--- src/rtl/qdec_pos_counter.sv ---
module qdec_pos_counter #(
  parameter int CNT_W = 32,
  parameter int WDT_W = 16,
  parameter int STW   = 5
) (
  input  logic             clk,
  input  logic             rst_n,
  input  logic             enable,
  input  logic             swap_ab,
  input  logic             idx_reset_mode,
  input  logic [1:0]       idx_gate,
  input  logic [CNT_W-1:0] ceiling,
  input  logic [WDT_W-1:0] wdt_limit,
  input  logic [STW-1:0]   irq_mask,
  input  logic [STW-1:0]   status_clr,
  input  logic             pha,
  input  logic             phb,
  input  logic             idx,
  output logic [CNT_W-1:0] count,
  output logic             dir_up,
  output logic [STW-1:0]   status,
  output logic             irq
);

  logic             swap_q, mode_q;
  logic [1:0]       gate_q;
  logic [CNT_W-1:0] ceil_q;
  logic [WDT_W-1:0] wlim_q, wcnt;
  logic [1:0]       ab_q;
  logic             idx_q;

  always_ff @(posedge clk or negedge rst_n) begin
    if (!rst_n) begin
      swap_q <= 1'b0;
      mode_q <= 1'b0;
      gate_q <= '0;
      ceil_q <= '1;
      wlim_q <= '0;
    end else if (!enable) begin
      swap_q <= swap_ab;
      mode_q <= idx_reset_mode;
      gate_q <= idx_gate;
      ceil_q <= ceiling;
      wlim_q <= wdt_limit;
    end
  end

  wire       a_in  = swap_q ? phb : pha;
  wire       b_in  = swap_q ? pha : phb;
  wire [1:0] p_old = {ab_q[1], ab_q[1] ^ ab_q[0]};
  wire [1:0] p_new = {a_in, a_in ^ b_in};
  wire [1:0] diff  = p_new - p_old;

  wire step_up = enable && (diff == 2'd1);
  wire step_dn = enable && (diff == 2'd3);
  wire bad     = enable && (diff == 2'd2);
  wire step    = step_up || step_dn;
  wire idx_hit = enable && mode_q && idx && !idx_q && ({a_in, b_in} == gate_q);
  wire wrap_up = step_up && (count >= ceil_q);
  wire wrap_dn = step_dn && (count == '0);
  wire wdt_hit = enable && !step && (wlim_q != '0) && (wcnt != wlim_q) &&
                 ((wcnt + WDT_W'(1)) == wlim_q);

  logic [STW-1:0] ev;
  always_comb begin
    ev    = '0;
    ev[0] = wdt_hit;
    ev[1] = idx_hit ? !dir_up : wrap_dn;
    ev[2] = idx_hit ?  dir_up : wrap_up;
    ev[3] = (step_up && !dir_up) || (step_dn && dir_up);
    ev[4] = bad;
  end

  always_ff @(posedge clk or negedge rst_n) begin
    if (!rst_n) begin
      ab_q   <= '0;
      idx_q  <= 1'b0;
      count  <= '0;
      dir_up <= 1'b1;
      status <= '0;
      wcnt   <= '0;
    end else begin
      ab_q   <= {a_in, b_in};
      idx_q  <= idx;
      status <= (status & ~status_clr) | ev;
      if (step) dir_up <= step_up;
      if (idx_hit)      count <= '0;
      else if (step_up) count <= wrap_up ? '0 : count + CNT_W'(1);
      else if (step_dn) count <= wrap_dn ? ceil_q : count - CNT_W'(1);
      if (!enable || step) wcnt <= '0;
      else if ((wlim_q != '0) && (wcnt != wlim_q)) wcnt <= wcnt + WDT_W'(1);
    end
  end

  assign irq = |(status & ~irq_mask);


  hold_when_off_chk: assert property (@(posedge clk) disable iff (!rst_n)
    !enable |=> $stable(count));


  bad_step_chk: assert property (@(posedge clk) disable iff (!rst_n)
    bad && !idx_hit |=> $stable(count) && status[4]);


  wrap_down_chk: assert property (@(posedge clk) disable iff (!rst_n)
    step_dn && !idx_hit && (count == '0) |=> count == ceil_q);


  index_clear_chk: assert property (@(posedge clk) disable iff (!rst_n)
    idx_hit |=> count == '0);


  sticky_chk: assert property (@(posedge clk) disable iff (!rst_n)
    !enable && (status_clr == '0) |=> status == $past(status));


  mask_all_chk: assert property (@(posedge clk) disable iff (!rst_n)
    (&irq_mask) |-> !irq);

endmodule

--- config.mk ---
export PLATFORM = sky130hd
export DESIGN_NAME = qdec_pos_counter
export DESIGN_NICKNAME = d
export VERILOG_FILES = /design/src/rtl/qdec_pos_counter.sv
export SDC_FILE = /design/constraint.sdc
export NUM_CORES = 1
export LEC_CHECK = 0
export ABC_AREA = 1
export CAP_MARGIN = 20
export CORE_UTILIZATION = 30
export DETAILED_ROUTE_END_ITERATION = 6
export GPL_TIMING_DRIVEN = 0
export MAX_ROUTING_LAYER = met4
export PLACE_DENSITY = 0.54
export SYNTH_ARGS = -nofsm -noshare
export SYNTH_HDL_FRONTEND = slang
export SYNTH_SLANG_ARGS = --single-unit
--- constraint.sdc ---
create_clock -name clk -period 2.5 [get_ports clk]
set_clock_uncertainty 0.2 [all_clocks]
set_input_delay 0.375 -clock clk [delete_from_list [all_inputs] [get_ports clk]]
set_output_delay 0.375 -clock clk [all_outputs]
set_load 0.05 [all_outputs]
==> summary.md <==
| Metric | Value |
|---|---|
| Most frequent cells after synthesis | nand2_1 (450), nor2_1 (146), inv_1 (129) |
| Leakage | 5.21 nW |
| I/O pin cnt | 107 |
| Design Power | 11.1 mW |
| Worst VDD drop | 0.559 mV |
| Max Slew Vio Count | 0 |
| Yosys synthesis warning count | 0 |
| CTS clock-pin slew for the worst setup and hold paths | 0.09 ns |
| XOR/XNOR Fraction of Synth Area | 0.0591 |
| Min-Delay Startpoint | phb |
| Synth top area share | 0.218 |
| Layout cells sized above 1 | 0.155 |
| Crit path max fanout | 9 |
| Rows | 62 |
| RSZ-0062 raised after global routing | true |
| Routability cong. | 0.982 |
| DR WL/cell | 18.0 um |
| Sinks on Clock Net | 109 |
| R2R cell count | 12 |
| Main combinational cell family by area after synthesis | simple AND/OR/NAND/NOR gates |
| Post-synthesis mux area share | 0 |
| Synthesized instance count | 1319 |
| Status | finished clean |
| Die Y | 173 um |
| Distinct cells, synth | 43 |
| Antenna diode instance count | 0 |
| WHS Path Cells | 3 |
| Design area | 11200 um2 |
| CP Buf/Inv Count | 1 |
| Post-synth EDFFs | 0 |
| Ranking of synthesized cells by area | dfrtp_1 (22%), nand2_1 (19%), dfstp_2 (9.9%) |
| CP Launch Point | count[8]$_DFFE_PN0P_ |
| Top Family by Delay on Critical Path | buffers and inverters |
| Worst-skew pair later-pin latency | 0.38 ns |
| Placed Instances | 1810 |
| CTS tree | yes |
| Period utilisation layout | 0.986 |
| Max stage delay cell, worst path | clkdlybuf4s50_1 |
| Period minus WS final | 2.47 ns |
| H-tree depth reported by CTS | 3 |
| Compound-Gate Fraction of Synth Area | 0.0879 |
| Filler cells | 3085 |
| Core footprint | 28700 um2 |
| Main flop type after synthesis | dfrtp_1 |
| Syn Area/Cell | 6.63 um2 |
| Final hold vios | 0 |
| Rel. slew slack | 0.510 |
| Port buffer count | 106 |
| Area of the mapped netlist | 8740 um2 |
| Initial Util | 0.304 |
| Die width | 173 um |
| Area occupied by registers | 2770 um2 |
| Synthesized flop and latch total | 109 |
| Seq/Total Area, Yosys | 0.317 |
| Post-Route WL | 33300 um |
| Placed cell areas | 10300 um2 |
| Vias in the first global route | 8674 |
| Post-Synth Adder-Cell Area | 0.0530 |
| Min Hold Slack | 0.152 ns |
| Reg2reg start | ceil_q[30]$_DFFE_PN1N_ |
| Synth-to-Final Area Change | 28.7% |
| Final Setup Violations | 0 |
| Critical path's largest stage delay | 0.89 ns |
| Most frequent cell after synthesis | nand2_1 |
| Worst hold path type | in2reg |
| Vias | 9093 |
| Final antenna-violating net count | 0 |
| Finished Layout Cells | 1852 |
| Max_cap viols | 0 |
| Global-route wire length before repair | 51700 um |
| Post-Syn Nets | 1424 |
| Worst EP arrival | 1.89 ns |
| Grt total ovfl | 0 |
| CTS Buf Count | 9 |
| Initial antenna violation count | 0 |
| First drt pass iteration count | 5 |
| Req. time, crit path | 1.92 ns |
| CP Cell Sequence | clkdlybuf4s50_1 |
| Async S/R FF share, synth | 1.00 |
| DRC viols | 0 |
| Synth area leader | dfrtp_1 |
| DPL Wire Length | 25600 um |
| Final Util | 0.392 |
| Final Net Count | 1568 |
| Worst Max-Slew Pin Slew | 0.735 ns |
| Pwr Density | 991 nW/um2 |
| Critical path capture point type | primary output |
| Vias per std cell | 4.91 |
| Setup Crit Path Kind | reg2out |
| Stages on the worst setup path | 1 |
| Die footprint | 29800 um2 |
| Largest net degree at the start of global routing | 78 |
| FMAX | 0.406 GHz |
| Clk buf depth | 2 |
| Multi-input logic area | 5420 um2 |
| Total GRT Usage | 0.233 |
| Post-Synth Simple-Gate Area | 0.387 |
| Clock root cell | clkbuf_16 |
| Initial drt markers | 765 |
| Crit start category | flip-flop |
| FF-to-FF setup slack | 0.05 ns |
[power breakdown]
part | switching (mW) | internal (mW)
clock | 0.834 | 0.727
combinational | 4.47 | 2.43
sequential | 0.525 | 2.16
total | 5.83 | 5.32
[metal layers]
| metal | share of wire | global-route usage | vias to the layer above |
|---|---|---|---|
| met5 | 0 | - | - |
| met4 | 0.026 | 0.0653 | 0 |
| met3 | 0.059 | 0.0306 | 55 |
| met2 | 0.43 | 0.340 | 292 |
| met1 | 0.49 | 0.334 | 4276 |
| li1 | - | - | 4470 |
[what timing repair did]
| item | 4_1_cts | 5_1_grt |
|---|---|---|
| endpoints found under the setup margin | 35 | 41 |
| hold buffers | 1 | 0 |
| cloned | 1 | 1 |
| hold endpoints to repair | 32 | 0 |
| pin swaps | 9 | 17 |
| gates resized for setup | 46 | 66 |
| buffers inserted | 12 | 11 |
[state kept, by name, indices dropped and copies added (netlist names)]
signal	count
mode_q	1
wcnt	16
ab_q	2
wlim_q	16
swap_q	1
idx_q	1
count	32
gate_q	2
ceil_q	32
status	5
dir_up	1
[final cells by class]
type,instances,share of cell area
buffer,51,0.0354
sequential,109,0.247
clock buffer,9,0.0200
multi-input combinational,1022,0.482
tap,384,0.0427
inverter,137,0.0468
timing repair buffer,133,0.119
clock inverter,7,0.00768
[stage by stage]
stage	TNS (ns)	worst slack, ns
after floorplan	0	0.0638
after global placement	-384.47	-3.76
after detailed placement	-24.94	-0.747
after CTS	0	0.00380
after global routing	-0.0261	-0.0103
final	0	0.0341
[path summary, 6_finish.rpt]
| path | endpoint |
|---|---|
| worst max-delay path | count[8] |
| worst min-delay path | ab_q[1]$_DFF_PN0_ |
| worst max register to register | count[21]$_DFFE_PN0P_ |
| worst min register to register | mode_q$_DFFE_PN0N_ |
| max in group asynchronous | ceil_q[22]$_DFFE_PN1N_ |
| min in group asynchronous | wlim_q[10]$_DFFE_PN0N_ |
[kinds of logic after synthesis]
kind of cell / Yosys count
simple gates: 782
buf+inv: 188
compound gates: 144
flops: 109
xor+xnor: 59
fa+ha+maj: 37
[worst register-to-register path: stages, from the launching register on]
cell     delay, ns
dfstp_2       0.54
inv_1         0.05
ha_1          0.27
nand2_2       0.08
nor2_1        0.06
nor3_2        0.23
nand2_1       0.14
a21oi_4       0.19
nand2_4       0.11
nand2_8       0.14
nand2_8       0.09
buf_8         0.16
o21ai_2       0.12
[layout by cell type (no fill, tap or decap), drive strengths merged, types with 3 or more instances in the layout]
cell type and count:
nand2 463, nor2 174, inv 140, clkdlybuf4s50 102, nand3 101, o21ai 93
dfrtp 76, buf 60, xor2 46, ha 37, dfstp 33, a21oi 30
clkbuf 27, nand4 22, xnor2 13, nor3 13, o22ai 9, clkinv 4
or2 4, o21bai 3
Note: power is estimated with default switching activity, not from simulation.
